## src/rtl/pwm_bank_pkg.sv

```systemverilog
package pwm_bank_pkg;
    localparam int BYTE_W       = 8;
    localparam int DATA_W       = 32;
    localparam int GEN_PER_WORD = DATA_W / BYTE_W;
    localparam int MAP_W        = 4;
    localparam int MAP_PER_WORD = DATA_W / MAP_W;
    localparam int SEL_W        = MAP_W - 1;
    localparam int MAX_GEN      = 1 << SEL_W;
    localparam logic [BYTE_W-1:0] DUTY_FULL = 8'd255;

    typedef enum logic [1:0] {
        GEN_OFF  = 2'd0,
        GEN_HIGH = 2'd1,
        GEN_LOW  = 2'd2
    } gen_state_e;
endpackage

```

## src/rtl/pwm_tick_div.sv

```systemverilog
module pwm_tick_div #(
    parameter int TICK_CLKS = 500000
) (
    input  logic clk,
    input  logic rst_n,
    output logic tick_o
);
    localparam int CW = (TICK_CLKS > 1) ? $clog2(TICK_CLKS) : 1;
    localparam logic [CW-1:0] LAST = CW'(TICK_CLKS - 1);

    logic [CW-1:0] cnt_q;

    always_ff @(posedge clk) begin
        if (!rst_n) begin
            cnt_q  <= '0;
            tick_o <= 1'b0;
        end else if (cnt_q == LAST) begin
            cnt_q  <= '0;
            tick_o <= 1'b1;
        end else begin
            cnt_q  <= cnt_q + 1'b1;
            tick_o <= 1'b0;
        end
    end
endmodule

```

## src/rtl/pwm_cfg_regs.sv

```systemverilog
module pwm_cfg_regs
    import pwm_bank_pkg::*;
#(
    parameter int NUM_GEN = 8,
    parameter int NUM_PIN = 33,
    parameter int ADDR_W  = 4
) (
    input  logic                            clk,
    input  logic                            rst_n,
    input  logic                            wr_en,
    input  logic [ADDR_W-1:0]               wr_addr,
    input  logic [DATA_W-1:0]               wr_data,
    output logic [NUM_GEN-1:0][BYTE_W-1:0]  sh_per_o,
    output logic [NUM_GEN-1:0][BYTE_W-1:0]  sh_duty_o,
    output logic [NUM_PIN-1:0]              map_en_o,
    output logic [NUM_PIN-1:0][SEL_W-1:0]   map_sel_o
);
    localparam int GEN_WORDS = (NUM_GEN + GEN_PER_WORD - 1) / GEN_PER_WORD;
    localparam int PER_BASE  = 0;
    localparam int DUTY_BASE = GEN_WORDS;
    localparam int MAP_BASE  = 2 * GEN_WORDS;

    always_ff @(posedge clk) begin
        if (!rst_n) begin
            sh_per_o  <= '0;
            sh_duty_o <= '0;
            map_en_o  <= '0;
            map_sel_o <= '0;
        end else if (wr_en) begin
            for (int g = 0; g < NUM_GEN; g++) begin
                if (wr_addr == ADDR_W'(PER_BASE + g / GEN_PER_WORD))
                    sh_per_o[g] <= wr_data[(g % GEN_PER_WORD)*BYTE_W +: BYTE_W];
                if (wr_addr == ADDR_W'(DUTY_BASE + g / GEN_PER_WORD))
                    sh_duty_o[g] <= wr_data[(g % GEN_PER_WORD)*BYTE_W +: BYTE_W];
            end
            for (int p = 0; p < NUM_PIN; p++) begin
                if (wr_addr == ADDR_W'(MAP_BASE + p / MAP_PER_WORD)) begin
                    map_en_o[p]  <= wr_data[(p % MAP_PER_WORD)*MAP_W + SEL_W];
                    map_sel_o[p] <= wr_data[(p % MAP_PER_WORD)*MAP_W +: SEL_W];
                end
            end
        end
    end
endmodule

```

## src/rtl/pwm_wave_gen.sv

```systemverilog
module pwm_wave_gen
    import pwm_bank_pkg::*;
(
    input  logic              clk,
    input  logic              rst_n,
    input  logic              tick_i,
    input  logic [BYTE_W-1:0] sh_per_i,
    input  logic [BYTE_W-1:0] sh_duty_i,
    output logic              wave_o,
    output logic [BYTE_W-1:0] act_per_o,
    output logic [BYTE_W-1:0] act_duty_o,
    output logic [BYTE_W-1:0] phase_o
);
    gen_state_e        state_q, state_d;
    logic [BYTE_W-1:0] per_q, per_d;
    logic [BYTE_W-1:0] duty_q, duty_d;
    logic [BYTE_W-1:0] phase_q, phase_d;
    logic              wrap;

    function automatic logic in_high(input logic [BYTE_W-1:0] ph,
                                     input logic [BYTE_W-1:0] du,
                                     input logic [BYTE_W-1:0] pe);
        return (16'(ph) * 16'(DUTY_FULL)) < (16'(du) * 16'(pe));
    endfunction

    always_ff @(posedge clk) begin
        if (!rst_n) begin
            state_q <= GEN_OFF;
            per_q   <= '0;
            duty_q  <= '0;
            phase_q <= '0;
        end else begin
            state_q <= state_d;
            per_q   <= per_d;
            duty_q  <= duty_d;
            phase_q <= phase_d;
        end
    end

    assign wrap = (state_q == GEN_OFF) || (phase_q == per_q - 1'b1);

    always_comb begin
        state_d = state_q;
        per_d   = per_q;
        duty_d  = duty_q;
        phase_d = phase_q;
        if (tick_i) begin
            if (wrap) begin
                per_d   = sh_per_i;
                duty_d  = sh_duty_i;
                phase_d = '0;
                if (sh_per_i == '0)
                    state_d = GEN_OFF;
                else if (sh_duty_i != '0)
                    state_d = GEN_HIGH;
                else
                    state_d = GEN_LOW;
            end else begin
                phase_d = phase_q + 1'b1;
                state_d = in_high(phase_d, duty_q, per_q) ? GEN_HIGH : GEN_LOW;
            end
        end
    end

    always_comb begin
        unique case (state_q)
            GEN_HIGH: wave_o = 1'b1;
            GEN_LOW:  wave_o = 1'b0;
            GEN_OFF:  wave_o = 1'b0;
            default:  wave_o = 1'b0;
        endcase
    end

    assign act_per_o  = per_q;
    assign act_duty_o = duty_q;
    assign phase_o    = phase_q;
endmodule

```

## src/rtl/pwm_pin_route.sv

```systemverilog
module pwm_pin_route
    import pwm_bank_pkg::*;
#(
    parameter int NUM_GEN = 8,
    parameter int NUM_PIN = 33
) (
    input  logic [NUM_GEN-1:0]            wave_i,
    input  logic [NUM_PIN-1:0]            map_en_i,
    input  logic [NUM_PIN-1:0][SEL_W-1:0] map_sel_i,
    output logic [NUM_PIN-1:0]            pin_o
);
    logic [MAX_GEN-1:0] wave_ext;

    always_comb begin
        wave_ext = '0;
        wave_ext[NUM_GEN-1:0] = wave_i;
    end

    for (genvar p = 0; p < NUM_PIN; p++) begin : g_pin
        assign pin_o[p] = map_en_i[p] & wave_ext[map_sel_i[p]];
    end
endmodule

```

## src/rtl/pwm_bank_top.sv

```systemverilog
module pwm_bank_top
    import pwm_bank_pkg::*;
#(
    parameter int NUM_GEN   = 8,
    parameter int NUM_GPIO  = 16,
    parameter int NUM_SIPO  = 17,
    parameter int ADDR_W    = 4,
    parameter int TICK_CLKS = 500000
) (
    input  logic                clk,
    input  logic                rst_n,
    input  logic                wr_en,
    input  logic [ADDR_W-1:0]   wr_addr,
    input  logic [DATA_W-1:0]   wr_data,
    output logic [NUM_GPIO-1:0] gpio_o,
    output logic [NUM_SIPO-1:0] sipo_o
);
    localparam int NUM_PIN = NUM_GPIO + NUM_SIPO;

    logic                           tick;
    logic [NUM_GEN-1:0][BYTE_W-1:0] sh_per, sh_duty;
    logic [NUM_GEN-1:0][BYTE_W-1:0] act_per, act_duty, phase;
    logic [NUM_GEN-1:0]             gen_wave;
    logic [NUM_PIN-1:0]             map_en;
    logic [NUM_PIN-1:0][SEL_W-1:0]  map_sel;
    logic [NUM_PIN-1:0]             pins;

    pwm_tick_div #(.TICK_CLKS(TICK_CLKS)) u_tick (
        .clk(clk), .rst_n(rst_n), .tick_o(tick)
    );

    pwm_cfg_regs #(.NUM_GEN(NUM_GEN), .NUM_PIN(NUM_PIN), .ADDR_W(ADDR_W)) u_regs (
        .clk(clk), .rst_n(rst_n), .wr_en(wr_en), .wr_addr(wr_addr), .wr_data(wr_data),
        .sh_per_o(sh_per), .sh_duty_o(sh_duty), .map_en_o(map_en), .map_sel_o(map_sel)
    );

    for (genvar g = 0; g < NUM_GEN; g++) begin : g_gen
        pwm_wave_gen u_gen (
            .clk(clk), .rst_n(rst_n), .tick_i(tick),
            .sh_per_i(sh_per[g]), .sh_duty_i(sh_duty[g]),
            .wave_o(gen_wave[g]), .act_per_o(act_per[g]),
            .act_duty_o(act_duty[g]), .phase_o(phase[g])
        );
    end

    pwm_pin_route #(.NUM_GEN(NUM_GEN), .NUM_PIN(NUM_PIN)) u_route (
        .wave_i(gen_wave), .map_en_i(map_en), .map_sel_i(map_sel), .pin_o(pins)
    );

    assign gpio_o = pins[NUM_GPIO-1:0];
    assign sipo_o = pins[NUM_PIN-1:NUM_GPIO];
endmodule

```

## config.mk

```make
export PLATFORM = sky130hd
export DESIGN_NAME = pwm_bank_top
export DESIGN_NICKNAME = d
export VERILOG_FILES = /design/src/rtl/pwm_bank_pkg.sv /design/src/rtl/pwm_tick_div.sv /design/src/rtl/pwm_cfg_regs.sv /design/src/rtl/pwm_wave_gen.sv /design/src/rtl/pwm_pin_route.sv /design/src/rtl/pwm_bank_top.sv
export SDC_FILE = /design/constraint.sdc
export NUM_CORES = 2
export LEC_CHECK = 0
export ABC_AREA = 1
export CAP_MARGIN = 30
export CORE_MARGIN = 4
export CORE_UTILIZATION = 30
export CTS_BUF_LIST = sky130_fd_sc_hd__clkbuf_8
export CTS_CLUSTER_DIAMETER = 40
export DETAILED_ROUTE_END_ITERATION = 10
export SETUP_SLACK_MARGIN = 0.05
export SLEW_MARGIN = 30
export SYNTH_ARGS = -nofsm -noshare
export SYNTH_HDL_FRONTEND = slang
export SYNTH_SLANG_ARGS = --single-unit
```

## constraint.sdc

```tcl
create_clock -name clk -period 6.95 [get_ports clk]
set_input_delay 1.0425 -clock clk [delete_from_list [all_inputs] [get_ports clk]]
set_output_delay 1.0425 -clock clk [all_outputs]
set_load 0.03 [all_outputs]
```

==> metrics.yaml <==
status:
  status: "finished clean"
global_routing:
  grt_pass1_wl_um: 245000
  antenna_found_initial: 25
  overflow: 0
  grt_start_max_net_pins: 233
  grt_pass1_vias: 48300
  track_usage: 0.148
logic_synthesis:
  synth_top_flop_cell: "dfxtp_1"
  synth_area_leaders: "dfxtp_1 17%, ha_1 16%, fa_1 15%"
  async_flop_share: 0
  syn-num-nets: 9337
  syn_area_mm2: 0.0570
  synth_top_area_frac: 0.171
  synth_area_leader_cell: "dfxtp_1"
  syn_avg_cell_area_um2: 7.02
  ys_seq_area_frac: 0.171
  synth_cell_types: 45
  syn_inst: 8121
  synth_edf_count: 0
  yosysWarnings: 0
  ys_ff_latch: 488
worst_setup_path:
  reg2reg_from: "g_gen[1].u_gen.phase_o[0]$_SDFFE_PN0P_"
  crit_type: "reg -> reg"
  crit_fanout: 8
  cp-end-kind: "flop"
  arrival_ns: 6.82
  required_ns: 7.50
  critical_path.startpoint: "g_gen[1].u_gen.phase_o[0]$_SDFFE_PN0P_"
  path_common_cell: "inv_1"
  max_stage_delay_ns: 0.52
  start_kind: "flop"
  cp_slowest_cell: "fa_1"
timing:
  fin_crit_sh: 0.902
  worst_slew_pin_slew_ns: 0.976
  setup_ws_ns: 0.683
  period_needed_ns: 6.27
  grt_setup_unrepaired: "no"
  report.final.slew_viol_count: 0
  fin_skew_ns: 0.0343
  relSlewSlack: 0.349
  timing.final.hold_violations: 0
  tns_ns: 0
  fmax_mhz: 160
  setup_viol: 0
route:
  avgRoutedWirePerCell_um: 13.9
  drtIter0Drc: 3042
  vias_per_cell: 4.64
  dr.pass1.iters: 5
  routed_wl_um: 147000
  drc: 0
  vias: 49200
  ant_nets: 0
floorplan:
  start_util: 0.302
  core.rowCount: 159
  dieArea_mm2: 0.197
  die_y_um: 444
  ioPinCount: 72
  dieWidth_um: 444
  coreArea_mm2: 0.188
worst_hold_path:
  min_path_type: "reg -> reg"
  hp-start: "u_tick.cnt_q[0]$_SDFF_PP0_"
power:
  sw_frac_of_total: 0.252
  combPwrFrac: 0.045
  ir_drop_uv: 121
  pwr-share-clk: 0.474
  pwr_density_cell_mw_per_mm2: 96.2
  p_int_w: 0.00444
  p_seq_frac: 0.481
  p_switching_w: 0.00150
  leakagePower_nw: 33.5
finish:
  finish.net_count: 9233
  fill_cells: 20100
  synthToLayoutAreaGrowth_pct: 8.37
  multi_input_area_mm2: 0.0392
  drive_gt1_frac: 0.0313
  seqCellArea_mm2: 0.00977
clock_network:
  clockRootBuffer: "clkbuf_8"
  clk_pin_slew_ns: 0.06
  h-tree-depth: 3
  cts_setup_buffers: 0
  insertion_delay_ns: 0.70
  cts_sinks: 488
  cts_buffers: 89
  cts.path.max_buffers: 3
  cts_tree: "yes"
placed_design:
  place_ws_ns: 0.704
  gp_congestion: 0.862
  portBuffers: 71
  post-dp-hpwl_um: 115000
job:
  max-cap-violations: 0
[power by group through the flow]
| stage | Sequential (W) | Combinational [W] | Clock, W |
|---|---|---|---|
| floorplan | 0.00291 | 0.000158 | 0 |
| global placement | 0.00292 | 0.000259 | 0 |
| detailed placement | 0.00292 | 0.000266 | 0 |
| CTS | 0.00286 | 0.000267 | 0.00289 |
| global route | 0.00286 | 0.000298 | 0.00301 |
| finish | 0.00286 | 0.000267 | 0.00282 |
[area by class of cell]
| class | count | share of cell area |
|---|---|---|
| multi-input combinational | 5519 | 0.634 |
| sequential | 488 | 0.158 |
| inverter | 1811 | 0.110 |
| tap | 2495 | 0.0506 |
| clock buffer | 111 | 0.0247 |
| timing repair buffer | 108 | 0.0163 |
| clock inverter | 49 | 0.00503 |
| antenna | 18 | 0.000729 |
[worst paths after layout]
| check | to | cells past startpoint | slack (ns) |
|---|---|---|---|
| max reg2reg | g_gen[1].u_gen.state_q[0]$_SDFFE_PN0P_ | 32 | 0.68 |
| min | u_tick.cnt_q[0]$_SDFF_PP0_ | 1 | 0.45 |
| min reg2reg | u_tick.cnt_q[0]$_SDFF_PP0_ | 1 | 0.45 |
| max | g_gen[1].u_gen.state_q[0]$_SDFFE_PN0P_ | 32 | 0.68 |
[placed cells by master, fill, tap and decap left out, types with 43 or more instances in the layout]
master | synthesis | routed
nand4_1 | 63 | 63
clkbuf_8 | 0 | 112
clkdlybuf4s50_1 | 0 | 70
nand3_1 | 318 | 317
xnor2_1 | 109 | 109
xor2_1 | 241 | 241
inv_1 | 1798 | 1821
dfxtp_1 | 488 | 487
a31oi_1 | 43 | 43
nand2_1 | 1517 | 1517
o21ai_0 | 569 | 568
a21oi_1 | 631 | 631
fa_1 | 432 | 432
nor2_1 | 602 | 597
ha_1 | 745 | 745
[state kept, by name, summed over array words and instances (netlist names)]
name,cells
u_regs.map_en_o,33
u_regs.sh_duty_o,64
u_regs.map_sel_o,99
g_gen.u_gen.state_q,16
u_regs.sh_per_o,64
g_gen.u_gen.act_duty_o,64
u_tick.cnt_q,19
g_gen.u_gen.act_per_o,64
g_gen.u_gen.phase_o,64
u_tick.tick_o,1
[cell families after synthesis]
family                     synth area share
AOI/OAI and AO/OA                     0.127
xor gates and xnor gates             0.0570
adders and majority gates             0.315
DFF                                   0.171
buffers and inverters                 0.142
and+or+nand+nor                       0.187
[routing by layer]
| metal | vias to the layer above | routed length (um) | track usage |
|---|---|---|---|
| li1 | 25000 | - | - |
| met2 | 884 | 70900 | 0.260 |
| met1 | 23000 | 65500 | 0.187 |
| met3 | 229 | 5040 | 0.0159 |
| met5 | - | 13 | 0 |
| met4 | 2 | 5590 | 0.0533 |
[cells in the mapped netlist (12+ instances only)]
cell / n
inv_1: 1798
nand2_1: 1517
ha_1: 745
a21oi_1: 631
nor2_1: 602
o21ai_0: 569
dfxtp_1: 488
fa_1: 432
nand3_1: 318
xor2_1: 241
clkbuf_1: 214
xnor2_1: 109
buf_2: 74
nand4_1: 63
a31oi_1: 43
nor4_1: 40
o21bai_1: 40
a211oi_1: 33
nor3_1: 24
a21o_1: 16
or2_2: 15
o21a_1: 12
[repair_timing]
action | 4_1_cts | 5_1_grt
resized for setup | 0 | 1
hold buffers | 0 | 0
setup endpoints to repair | 0 | 1
[worst max-delay path: cells and delay by family (launching register included)]
| kind | cells | cell delay, ns |
|---|---|---|
| adders and majority gates | 6 | 2.35 |
| and+or+nand+nor | 10 | 1.00 |
| AOI/OAI and AO/OA | 5 | 0.96 |
| xor gates and xnor gates | 3 | 0.72 |
| buffers and inverters | 8 | 0.61 |
| DFF | 1 | 0.48 |
[stage by stage]
step	util	area (um^2)	total power, W	cells	hold slack [ns]
after floorplan	-	57000	0.00307	8121	0.418
after global placement	0.318	59900	0.00318	10400	0.431
after detailed placement	0.318	59900	0.00318	10400	0.445
after CTS	0.328	61700	0.00601	10600	0.454
after global routing	0.328	61700	0.00617	10600	0.471
final	0.328	61700	0.00594	10600	0.448
Note: power is estimated with default switching activity, not from simulation.
